`src/rtl/wonce_pkg.sv`:
```
package wonce_pkg;

   typedef enum logic [1:0] {
      LN_INV = 2'd0,
      LN_SHR = 2'd1,
      LN_PRV = 2'd2
   } line_st_e;

   typedef enum logic [2:0] {
      C_IDLE  = 3'd0,
      C_WB    = 3'd1,
      C_FILL  = 3'd2,
      C_FWAIT = 3'd3,
      C_WT    = 3'd4
   } ctl_st_e;

   localparam logic OP_RD = 1'b0;
   localparam logic OP_WR = 1'b1;

endpackage

```
`src/rtl/wonce_lines.sv`:
```
// Direct-mapped line store: state, tag and one data word per line.
// Two combinational read ports (CPU side, snoop side) and two write ports.
// The snoop port only rewrites state and wins over the controller port.
module wonce_lines
   import wonce_pkg::*;
#(
   parameter int IDX_W  = 2,
   parameter int TAG_W  = 6,
   parameter int DATA_W = 16
) (
   input  logic              clk,
   input  logic              rst_n,
   input  logic [IDX_W-1:0]  c_idx,
   output line_st_e          c_st,
   output logic [TAG_W-1:0]  c_tag,
   output logic [DATA_W-1:0] c_data,
   input  logic [IDX_W-1:0]  s_idx,
   output line_st_e          s_st,
   output logic [TAG_W-1:0]  s_tag,
   output logic [DATA_W-1:0] s_data,
   input  logic              w_en,
   input  logic [IDX_W-1:0]  w_idx,
   input  logic [TAG_W-1:0]  w_tag,
   input  line_st_e          w_st,
   input  logic              w_den,
   input  logic [DATA_W-1:0] w_data,
   input  logic              v_en,
   input  logic [IDX_W-1:0]  v_idx,
   input  line_st_e          v_st
);

   localparam int LINES = 1 << IDX_W;

   if (IDX_W < 1 || IDX_W > 10) begin : g_bad_idx
      $error("wonce_lines: IDX_W out of range");
   end
   if (TAG_W < 1) begin : g_bad_tag
      $error("wonce_lines: TAG_W must be positive");
   end

   line_st_e          st_a  [LINES];
   logic [TAG_W-1:0]  tag_a [LINES];
   logic [DATA_W-1:0] dat_a [LINES];

   for (genvar g = 0; g < LINES; g++) begin : g_line
      line_st_e          st_q;
      logic [TAG_W-1:0]  tag_q;
      logic [DATA_W-1:0] dat_q;
      logic              sel_w, sel_v;

      assign sel_w = w_en && (w_idx == IDX_W'(g));
      assign sel_v = v_en && (v_idx == IDX_W'(g));

      always_ff @(posedge clk or negedge rst_n) begin
         if (!rst_n) begin
            st_q  <= LN_INV;
            tag_q <= '0;
            dat_q <= '0;
         end else begin
            if (sel_v)
               st_q <= v_st;
            else if (sel_w)
               st_q <= w_st;
            if (sel_w)
               tag_q <= w_tag;
            if (sel_w && w_den)
               dat_q <= w_data;
         end
      end

      assign st_a[g]  = st_q;
      assign tag_a[g] = tag_q;
      assign dat_a[g] = dat_q;
   end

   assign c_st   = st_a[c_idx];
   assign c_tag  = tag_a[c_idx];
   assign c_data = dat_a[c_idx];
   assign s_st   = st_a[s_idx];
   assign s_tag  = tag_a[s_idx];
   assign s_data = dat_a[s_idx];

endmodule

```
`src/rtl/wonce_snoop.sv`:
```
// Snoop decision: invalidation on remote writes, ownership hand-off on
// remote reads of Private lines.
module wonce_snoop
   import wonce_pkg::*;
#(
   parameter int TAG_W  = 6,
   parameter int DATA_W = 16
) (
   input  logic              s_valid,
   input  logic              s_op,
   input  logic [TAG_W-1:0]  s_tag,
   input  line_st_e          ln_st,
   input  logic [TAG_W-1:0]  ln_tag,
   input  logic [DATA_W-1:0] ln_data,
   output logic              s_inhibit,
   output logic [DATA_W-1:0] s_data,
   output logic              v_en,
   output line_st_e          v_st
);

   logic hit;

   assign hit = s_valid && (ln_st != LN_INV) && (ln_tag == s_tag);

   always_comb begin
      s_inhibit = 1'b0;
      v_en      = 1'b0;
      v_st      = ln_st;
      if (hit) begin
         if (s_op == OP_WR) begin
            v_en = 1'b1;
            v_st = LN_INV;
         end else if (ln_st == LN_PRV) begin
            s_inhibit = 1'b1;
            v_en      = 1'b1;
            v_st      = LN_SHR;
         end
      end
   end

   assign s_data = s_inhibit ? ln_data : '0;

endmodule

```
`src/rtl/wonce_ctrl.sv`:
```
// CPU-side controller: hit handling, write-back of Private victims,
// fills, write-throughs and the bus request handshake.
module wonce_ctrl
   import wonce_pkg::*;
#(
   parameter int ADDR_W = 8,
   parameter int IDX_W  = 2,
   parameter int DATA_W = 16
) (
   input  logic              clk,
   input  logic              rst_n,
   input  logic              cpu_valid,
   input  logic              cpu_we,
   input  logic [ADDR_W-1:0] cpu_addr,
   input  logic [DATA_W-1:0] cpu_wdata,
   output logic              cpu_ready,
   output logic [DATA_W-1:0] cpu_rdata,
   input  logic              s_valid,
   input  line_st_e          ln_st,
   input  logic [ADDR_W-IDX_W-1:0] ln_tag,
   input  logic [DATA_W-1:0] ln_data,
   output logic              w_en,
   output logic [ADDR_W-IDX_W-1:0] w_tag,
   output line_st_e          w_st,
   output logic              w_den,
   output logic [DATA_W-1:0] w_data,
   output logic              bus_req,
   input  logic              bus_gnt,
   input  logic              bus_busy,
   output logic              m_valid,
   output logic              m_op,
   output logic [ADDR_W-1:0] m_addr,
   output logic [DATA_W-1:0] m_wdata,
   input  logic              m_rvalid,
   input  logic [DATA_W-1:0] m_rdata
);

   localparam int TAG_W = ADDR_W - IDX_W;

   ctl_st_e st_q, st_d, ret_q, ret_d;

   logic [IDX_W-1:0] idx;
   logic [TAG_W-1:0] tag;
   logic             hit, go;

   assign idx = cpu_addr[IDX_W-1:0];
   assign tag = cpu_addr[ADDR_W-1:IDX_W];
   assign hit = (ln_st != LN_INV) && (ln_tag == tag);
   assign go  = bus_gnt && !bus_busy;
   assign cpu_rdata = ln_data;

   always_comb begin
      st_d      = st_q;
      ret_d     = ret_q;
      cpu_ready = 1'b0;
      bus_req   = 1'b0;
      m_valid   = 1'b0;
      m_op      = OP_RD;
      m_addr    = cpu_addr;
      m_wdata   = cpu_wdata;
      w_en      = 1'b0;
      w_tag     = tag;
      w_st      = ln_st;
      w_den     = 1'b0;
      w_data    = cpu_wdata;
      case (st_q)
         C_IDLE: begin
            if (cpu_valid && !s_valid) begin
               if (hit && !cpu_we) begin
                  cpu_ready = 1'b1;
               end else if (hit && ln_st == LN_PRV) begin
                  cpu_ready = 1'b1;
                  w_en      = 1'b1;
                  w_st      = LN_PRV;
                  w_den     = 1'b1;
               end else if (hit) begin
                  st_d = C_WT;
               end else if (ln_st == LN_PRV) begin
                  st_d  = C_WB;
                  ret_d = cpu_we ? C_WT : C_FILL;
               end else begin
                  st_d = cpu_we ? C_WT : C_FILL;
               end
            end
         end
         C_WB: begin
            if (ln_st != LN_PRV) begin
               st_d = ret_q;
            end else begin
               bus_req = 1'b1;
               if (go) begin
                  m_valid = 1'b1;
                  m_op    = OP_WR;
                  m_addr  = {ln_tag, idx};
                  m_wdata = ln_data;
                  w_en    = 1'b1;
                  w_tag   = ln_tag;
                  w_st    = LN_INV;
                  st_d    = ret_q;
               end
            end
         end
         C_FILL: begin
            bus_req = 1'b1;
            if (go) begin
               m_valid = 1'b1;
               m_op    = OP_RD;
               st_d    = C_FWAIT;
            end
         end
         C_FWAIT: begin
            if (m_rvalid) begin
               w_en   = 1'b1;
               w_st   = LN_SHR;
               w_den  = 1'b1;
               w_data = m_rdata;
               st_d   = C_IDLE;
            end
         end
         C_WT: begin
            bus_req = 1'b1;
            if (go) begin
               m_valid = 1'b1;
               m_op    = OP_WR;
               w_en    = 1'b1;
               w_st    = LN_PRV;
               w_den   = 1'b1;
               st_d    = C_IDLE;
            end
         end
         default: st_d = C_IDLE;
      endcase
   end

   always_ff @(posedge clk or negedge rst_n) begin
      if (!rst_n) begin
         st_q  <= C_IDLE;
         ret_q <= C_IDLE;
      end else begin
         st_q  <= st_d;
         ret_q <= ret_d;
      end
   end

   // a transaction only goes out on a free, granted bus
   p_bus_free_r10: assert property (@(posedge clk) disable iff (!rst_n)
      m_valid |-> (bus_gnt && !bus_busy));

   // a pending request is held until it is served
   p_req_hold_r10: assert property (@(posedge clk) disable iff (!rst_n)
      (bus_req && !go && !s_valid) |=> bus_req);

   // a write-through leaves the addressed line Private
   p_wt_private_r4: assert property (@(posedge clk) disable iff (!rst_n)
      (st_q == C_WT && go && !s_valid) |=> (ln_st == LN_PRV));

   // returned fill data is installed Shared
   p_fill_shared_r3: assert property (@(posedge clk) disable iff (!rst_n)
      (st_q == C_FWAIT && m_rvalid && !s_valid) |=>
         (ln_st == LN_SHR && ln_data == $past(m_rdata)));

endmodule

```
`src/rtl/wonce_snoop_cache.sv`:
```
module wonce_snoop_cache
   import wonce_pkg::*;
#(
   parameter int ADDR_W = 8,
   parameter int IDX_W  = 2,
   parameter int DATA_W = 16
) (
   input  logic              clk,
   input  logic              rst_n,
   input  logic              cpu_valid,
   input  logic              cpu_we,
   input  logic [ADDR_W-1:0] cpu_addr,
   input  logic [DATA_W-1:0] cpu_wdata,
   output logic              cpu_ready,
   output logic [DATA_W-1:0] cpu_rdata,
   output logic              bus_req,
   input  logic              bus_gnt,
   input  logic              bus_busy,
   output logic              m_valid,
   output logic              m_op,
   output logic [ADDR_W-1:0] m_addr,
   output logic [DATA_W-1:0] m_wdata,
   input  logic              m_rvalid,
   input  logic [DATA_W-1:0] m_rdata,
   input  logic              s_valid,
   input  logic              s_op,
   input  logic [ADDR_W-1:0] s_addr,
   output logic              s_inhibit,
   output logic [DATA_W-1:0] s_data
);

   localparam int TAG_W = ADDR_W - IDX_W;

   if (ADDR_W <= IDX_W) begin : g_bad_addr
      $error("wonce_snoop_cache: ADDR_W must exceed IDX_W");
   end
   if (DATA_W < 1) begin : g_bad_data
      $error("wonce_snoop_cache: DATA_W must be positive");
   end

   line_st_e          c_st, s_st, w_st, v_st;
   logic [TAG_W-1:0]  c_tag, s_tag_q, w_tag;
   logic [DATA_W-1:0] c_data, s_dat_q, w_data;
   logic              w_en, w_den, v_en;

   wonce_lines #(.IDX_W(IDX_W), .TAG_W(TAG_W), .DATA_W(DATA_W)) u_lines (
      .clk    (clk),
      .rst_n  (rst_n),
      .c_idx  (cpu_addr[IDX_W-1:0]),
      .c_st   (c_st),
      .c_tag  (c_tag),
      .c_data (c_data),
      .s_idx  (s_addr[IDX_W-1:0]),
      .s_st   (s_st),
      .s_tag  (s_tag_q),
      .s_data (s_dat_q),
      .w_en   (w_en),
      .w_idx  (cpu_addr[IDX_W-1:0]),
      .w_tag  (w_tag),
      .w_st   (w_st),
      .w_den  (w_den),
      .w_data (w_data),
      .v_en   (v_en),
      .v_idx  (s_addr[IDX_W-1:0]),
      .v_st   (v_st)
   );

   wonce_snoop #(.TAG_W(TAG_W), .DATA_W(DATA_W)) u_snoop (
      .s_valid   (s_valid),
      .s_op      (s_op),
      .s_tag     (s_addr[ADDR_W-1:IDX_W]),
      .ln_st     (s_st),
      .ln_tag    (s_tag_q),
      .ln_data   (s_dat_q),
      .s_inhibit (s_inhibit),
      .s_data    (s_data),
      .v_en      (v_en),
      .v_st      (v_st)
   );

   wonce_ctrl #(.ADDR_W(ADDR_W), .IDX_W(IDX_W), .DATA_W(DATA_W)) u_ctrl (
      .clk       (clk),
      .rst_n     (rst_n),
      .cpu_valid (cpu_valid),
      .cpu_we    (cpu_we),
      .cpu_addr  (cpu_addr),
      .cpu_wdata (cpu_wdata),
      .cpu_ready (cpu_ready),
      .cpu_rdata (cpu_rdata),
      .s_valid   (s_valid),
      .ln_st     (c_st),
      .ln_tag    (c_tag),
      .ln_data   (c_data),
      .w_en      (w_en),
      .w_tag     (w_tag),
      .w_st      (w_st),
      .w_den     (w_den),
      .w_data    (w_data),
      .bus_req   (bus_req),
      .bus_gnt   (bus_gnt),
      .bus_busy  (bus_busy),
      .m_valid   (m_valid),
      .m_op      (m_op),
      .m_addr    (m_addr),
      .m_wdata   (m_wdata),
      .m_rvalid  (m_rvalid),
      .m_rdata   (m_rdata)
   );

   // the CPU side is stalled whenever a snoop is present
   p_snoop_stall_r11: assert property (@(posedge clk) disable iff (!rst_n)
      s_valid |-> !cpu_ready);

   // a completing CPU access uses no bus
   p_done_quiet_r2: assert property (@(posedge clk) disable iff (!rst_n)
      (cpu_valid && cpu_ready) |-> (!bus_req && !m_valid));

   // after supplying data the same snooped word is no longer owned
   p_inhibit_once_r8: assert property (@(posedge clk) disable iff (!rst_n)
      (s_inhibit && s_valid && !cpu_valid) |=>
         !(s_inhibit && s_addr == $past(s_addr)));

endmodule

```
`config.mk`:
```
export PLATFORM = sky130hd
export DESIGN_NAME = wonce_snoop_cache
export DESIGN_NICKNAME = d
export VERILOG_FILES = /design/src/rtl/wonce_pkg.sv /design/src/rtl/wonce_lines.sv /design/src/rtl/wonce_snoop.sv /design/src/rtl/wonce_ctrl.sv /design/src/rtl/wonce_snoop_cache.sv
export SDC_FILE = /design/constraint.sdc
export NUM_CORES = 1
export LEC_CHECK = 0
export BUFFER_PORTS_ARGS = -buffer_cell sky130_fd_sc_hd__buf_2
export CAP_MARGIN = 15
export CORE_MARGIN = 2
export CORE_UTILIZATION = 30
export CTS_BUF_LIST = sky130_fd_sc_hd__clkbuf_8
export CTS_CLUSTER_DIAMETER = 80
export CTS_CLUSTER_SIZE = 14
export DETAILED_ROUTE_END_ITERATION = 10
export HOLD_SLACK_MARGIN = 0.1
export SLEW_MARGIN = 5
export SYNTH_ARGS = -nofsm -noshare
export SYNTH_HDL_FRONTEND = slang
export SYNTH_HIERARCHICAL = 1
export SYNTH_SLANG_ARGS = --single-unit
export TNS_END_PERCENT = 20
```
`constraint.sdc`:
```
create_clock -name clk -period 4 [get_ports clk]
set_input_delay 0.4 -clock clk [delete_from_list [all_inputs] [get_ports clk]]
set_output_delay 0.4 -clock clk [all_outputs]
set_load 0.02 [all_outputs]
```
---- After elaboration in Yosys (flattened, before gate mapping) ----
Cells that the tools add are included.
word-level totals
  register bits ........................... 102
  latch bits .............................. 0
  bits in writable memories ............... 0
  bits in read-only memories .............. 0
  input port bits ......................... 57
  memories kept ........................... 0
operators by class
  $add $sub $neg .......................... 0
  multipliers ............................. 0
  divide/modulo/power cells ............... 0
  $lt $le $gt $ge ......................... 2
  equal/unequal tests ..................... 22
  shift operators ......................... 0
  multiplexer cells ....................... 81
  bitwise gates (word level) .............. 5
  reduce and logical (&&, ||, !) cells .... 34
operator list
  cell                                                  number
  2-to-1 mux 16 bit                                     10
  binary-select mux 16 bit (select 2 bit)               2
  2-to-1 mux 2 bit                                      22
  2-to-1 mux 6 bit                                      7
  2-to-1 mux 3 bit                                      11
  binary-select mux 6 bit (select 2 bit)                2
  2-to-1 mux 8 bit                                      3
  logical AND 1 bit                                     19
  2-to-1 mux 1 bit                                      15
  case mux 3 bit (5 select lines)                       1
  equality test 2 bit (second input constant)           6
  equality test 6 bit                                   2
  nonzero test 2 bit                                    6
  binary-select mux 2 bit (select 2 bit)                2
  != test 2 bit (second input constant)                 4
  case mux 2 bit (4 select lines)                       1
  AND reduction 7 bit                                   1
  equality test 3 x 2 -> 1 bit (second input constant)  2
  >= comparator 3 bit (second input constant)           2
  != test 2 x 1 -> 1 bit (second input constant)        3
  inverter 2 -> 3 bit                                   2
  case mux 1 bit (2 select lines)                       3
  AND reduction 6 bit                                   1
  equality test 2 x 1 -> 1 bit (second input constant)  2
  10 further kinds                                      15

---- Longest topological paths before layout ----
  depth in word-level cells ............... 14
  mapped depth ............................ 13
  gate-level depth less buffers ........... 9

---- Cells and area by module ----
The synthesis kept the hierarchy.
by module, submodules not included
  module       instances  cells an instance  area an instance (µm²)  seq. area each (µm²)
  wonce_lines  1          289                4879.7                  2402.3
  wonce_ctrl   1          136                1224.9                  125.1
  wonce_snoop  1          35                 242.7                   0.0

---- Worst setup path after synthesis ----
Ideal clock, no wire load.
  kind .................................... input -> register
  from .................................... in cpu_addr[0]
  to ...................................... reg u_lines.g_line[0].dat_q[10]
  setup time .............................. 0.125 ns
  arrival ................................. 3.809 ns
  required time ........................... 3.875 ns
  setup slack ............................. 0.066 ns
  stages .................................. 13
  cells stage by stage .................... buf_2 buf_2 mux4_2 xor2_1 nor4_2 nand4_2 o211ai_1 nand2b_1 buf_4 nand2_2 nor3_4 buf_6 mux2_2
between the ends
  elaborated cells on any way between the ends .. 23
  those cells by class .................... 3 x eq/ne; 12 x mux; 1 x bitwise; 7 x reduce/logical
RTL lines
  element                                                 RTL line                 RTL
  start, declared                                         wonce_snoop_cache.sv:12  input logic [ADDR_W-1:0] cpu_addr,
  inverter 2 -> 3 bit (not written as such) *             wonce_lines.sv:77        assign c_tag = tag_a[c_idx];
  binary-select mux 6 bit (select 2 bit) *                wonce_lines.sv:77
  2-to-1 mux 6 bit (not written as such) * (2 in series)  wonce_lines.sv:77
  net c_tag[3]                                            wonce_snoop_cache.sv:42  logic [TAG_W-1:0] c_tag, s_tag_q, w_tag;
  equality test 6 bit *                                   wonce_ctrl.sv:48         assign hit = (ln_st != LN_INV) && (ln_tag == tag);
  logical AND 1 bit *                                     wonce_ctrl.sv:48
  logical AND 1 bit                                       wonce_ctrl.sv:71         end else if (hit && ln_st == LN_PRV) begin
  2-to-1 mux 1 bit                                        wonce_ctrl.sv:71
  2-to-1 mux 1 bit *                                      wonce_ctrl.sv:69         if (hit && !cpu_we) begin
  2-to-1 mux 1 bit *                                      wonce_ctrl.sv:68         if (cpu_valid && !s_valid) begin
  case mux 1 bit (3 select lines) *                       wonce_ctrl.sv:66         case (st_q)
  net w_den                                               wonce_snoop_cache.sv:44  logic w_en, w_den, v_en;
  logical AND 1 bit *                                     wonce_lines.sv:66        if (sel_w && w_den)
  end signal, assigned                                    wonce_lines.sv:67        dat_q <= w_data;
  end, declared                                           wonce_lines.sv:48        logic [DATA_W-1:0] dat_q;
Mark *: on every way through the listed nets, which the timed path passes. The rest lies on a longest branch. The select of a mux whose other input is x is not followed.
A chain may end at the register's enable or synchronous reset.

---- Final worst setup path ----
  from .................................... in cpu_addr[0]
  to ...................................... out m_wdata[7]
between the ends
  cells in the longest elaborated chain, start to end .. 7
  elaborated cells on any way between the ends .. 11
  those cells by class .................... 1 x eq/ne; 9 x mux; 1 x bitwise
ends and longest elaborated chain
  element                                               RTL line                 RTL
  inverter 2 -> 3 bit (not written as such)             wonce_lines.sv:76        assign c_st = st_a[c_idx];
  binary-select mux 2 bit (select 2 bit)                wonce_lines.sv:76
  2-to-1 mux 2 bit (not written as such) (2 in series)  wonce_lines.sv:76
  net c_st[0]                                           wonce_snoop_cache.sv:41  line_st_e c_st, s_st, w_st, v_st;
  != test 2 bit                                         wonce_ctrl.sv:87         if (ln_st != LN_PRV) begin
  2-to-1 mux 16 bit                                     wonce_ctrl.sv:87
  2-to-1 mux 16 bit                                     wonce_ctrl.sv:66
  end, declared                                         wonce_snoop_cache.sv:22  output logic [DATA_W-1:0] m_wdata,
The timed path passes the listed nets, and every way through them passes these cells. The select of a mux whose other input is x is not followed.

==> run metrics <==
most frequent cells in the layout=116 x buf_2, 101 x dfrtp_1, 100 x mux2_2, 48 x mux4_2, 29 x mux2_1; Final Cell Area=0.00726 mm2; vias=4153; layout cells sized above 1=0.563; Routed WL=16.3 mm; post-synthesis adder-cell area fraction=0; post-synthesis net count=517; most common cell after layout, fill and taps aside=buf_2; Syn Std Cell Area=0.00635 mm2; mean number of vias per cell=4.98; H-tree levels=3; max_slew headroom=0.455; synthesized area per cell=13.8 um2; Global Route Usage Sum=0.150; r2r setup slk=0.73 ns; die area=0.0223 mm2; post-synthesis cell count=460; # rows=53; Post-Synth Simple-Gate Area=0.0921; Starting Density=0.304; max frequency=304 MHz; Seq/Total Area, Yosys=0.398; ANT nets after route=0; First-pass DRT Iterations=4; routed len/inst=19.5 um; fin. max-slew vios=0; # hold bufs at CTS=0; CTS Sinks=101; mux cell area share after synthesis=0.413; largest net degree at the start of global routing=63; Hold Fails Final Rpt=0; worst-skew pair later-pin latency=0.39 ns; cell total after placement=817; synth warn=6; Area Growth Syn to Fin=14.4%; die height=149 um; placed cell area=0.00707 mm2; CTS tree=yes; Synth Area in XOR/XNOR=0.0166; setup TNS=0 ns; Clk pin slew, worst setup/hold paths=0.10 ns; post-CTS setup buffer count=0; Worst Tran Pin Value=0.818 ns; clk root buf=clkbuf_8; setup ws final=0.715 ns; NumNets Final=610; maximum VDD drop=142 uV; Worst Skew=0.0172 ns; prevailing post-synth register cell=dfrtp_1; post-synthesis compound-gate area fraction=0.0274; final setup fails=0; MaxCap Viol Count=0; die extent in x=149 um; Crit Path Class=input pin to primary output; Synth cell types=50; Post-CTS Resized=0; # fillers=2056; initial antenna violation count=1; post-synthesis register bit count=101; core box area=0.0209 mm2; vias in the first global route=4486; status=finished, final reports clean; initial drt markers=163; fin crit share=0.821; CTS buffer count=9; gpl congestion=0.797; LEAKAGE=3.49 nW; total power=3.65 mW; Arrival @ worst endpoint=2.88 ns; CP max FO=14; post-route insts no fill=834; clock buffer depth=2; total power per unit cell area=502 mW/mm2; RSZ-0062 raised after global routing=false; Worst Path Required=3.60 ns; min cycle time layout=3.28 ns; dpl ws=0.371 ns; Residual DRC=0; # IOs=118; crit start category=input pin; GRT overflow=0; Post-synth ARST share=1.00; global-route wire length before repair=25.1 mm; Detail Placement HPWL=11.6 mm; Hold Crit Class=input pin to asynchronous set/reset pin; Post-synth EDFFs=0; port buffer count=117; Crit. End Element=primary output; main combinational cell family by area after synthesis=multiplexers
[metal layers]
metal / global-route usage / wire length, um / share of wire
met1: 0.190 / 7030 / 0.43
met2: 0.259 / 8370 / 0.51
met3: 0.0280 / 673 / 0.041
met4: 0.0462 / 221 / 0.014
met5: 0 / 0 / 0
[flip-flops by register name, summed over array words and instances (netlist names)]
register and cells:
u_lines/g_line.dat_q 64, u_lines/g_line.tag_q 24, u_lines/g_line.st_q 8, u_ctrl/st_q 3, u_ctrl/ret_q 2
[cell type report]
| type | instances | area, um2 | area share |
|---|---|---|---|
| Clock inverter | 5 | 33.8 | 0.00465 |
| Multi-Input combinational cell | 306 | 3490 | 0.480 |
| Tap cell | 275 | 344 | 0.0474 |
| Timing Repair Buffer | 133 | 708 | 0.0975 |
| Sequential cell | 101 | 2530 | 0.348 |
| Antenna cell | 1 | 2.50 | 0.000345 |
| Clock buffer | 11 | 151 | 0.0208 |
| Inverter | 2 | 7.51 | 0.00103 |
[path summary, 6_finish.rpt]
path                                                  from                          to  cells past startpoint
worst max-delay path                           cpu_addr[0]                  m_wdata[7]                      8
worst min-delay path                                 rst_n  u_lines/g_line[3].tag_q[4]                      1
worst max register to register  u_lines/g_line[3].tag_q[1]  u_lines/g_line[0].tag_q[0]                      9
worst min register to register             u_ctrl/ret_q[2]             u_ctrl/ret_q[2]                      1
max in group asynchronous                            rst_n  u_lines/g_line[2].dat_q[1]                      2
min in group clk                                    cpu_we             u_ctrl/ret_q[1]                      2
[worst max-delay path, cell delays in order]
cell      delay (ns)
buf_2           0.25
buf_4           0.24
mux4_2          0.58
nor2_1          0.23
nand4b_4        0.35
buf_4           0.34
mux2_1          0.32
buf_2           0.16
[cells in the mapped netlist, types with 3 or more instances]
master	n	area share
a21oi_1	10	0.0079
and2_1	17	0.017
buf_2	17	0.013
buf_4	26	0.031
clkbuf_1	4	0.0024
dfrtp_1	101	0.40
mux2_1	29	0.051
mux2_2	100	0.18
mux2i_1	9	0.014
mux4_2	48	0.17
nand2_1	13	0.0077
nand2b_1	5	0.0049
nand3_1	5	0.0039
nand3b_1	3	0.0035
nand4b_4	3	0.011
nor2_1	16	0.0095
nor2b_1	3	0.0030
o21ai_0	4	0.0032
xnor2_1	6	0.0083
xor2_1	6	0.0083
[power by group]
| group | internal [mW] | switching [mW] | total [mW] |
|---|---|---|---|
| clock | 0.261 | 0.371 | 0.631 |
| sequential | 1.36 | 0.281 | 1.64 |
| combinational | 0.760 | 0.617 | 1.38 |
| total | 2.38 | 1.27 | 3.65 |
[logic make-up after synthesis]
kind of cell,count (synthesis)
muxes,186
DFF,101
and+or+nand+nor,83
buffers and inverters,53
AOI/OAI and AO/OA,25
xor gates and xnor gates,12
[through the flow]
stage / utilization / hold slack [ns]
5_1_grt: 0.348 / 0.138
2_1_floorplan: - / 0.104
4_1_cts: 0.348 / 0.119
3_5_place_dp: 0.339 / 0.489
3_3_place_gp: 0.339 / 0.483
6_report: 0.348 / 0.101
No activity file was read; power rests on OpenSTA's default activity.
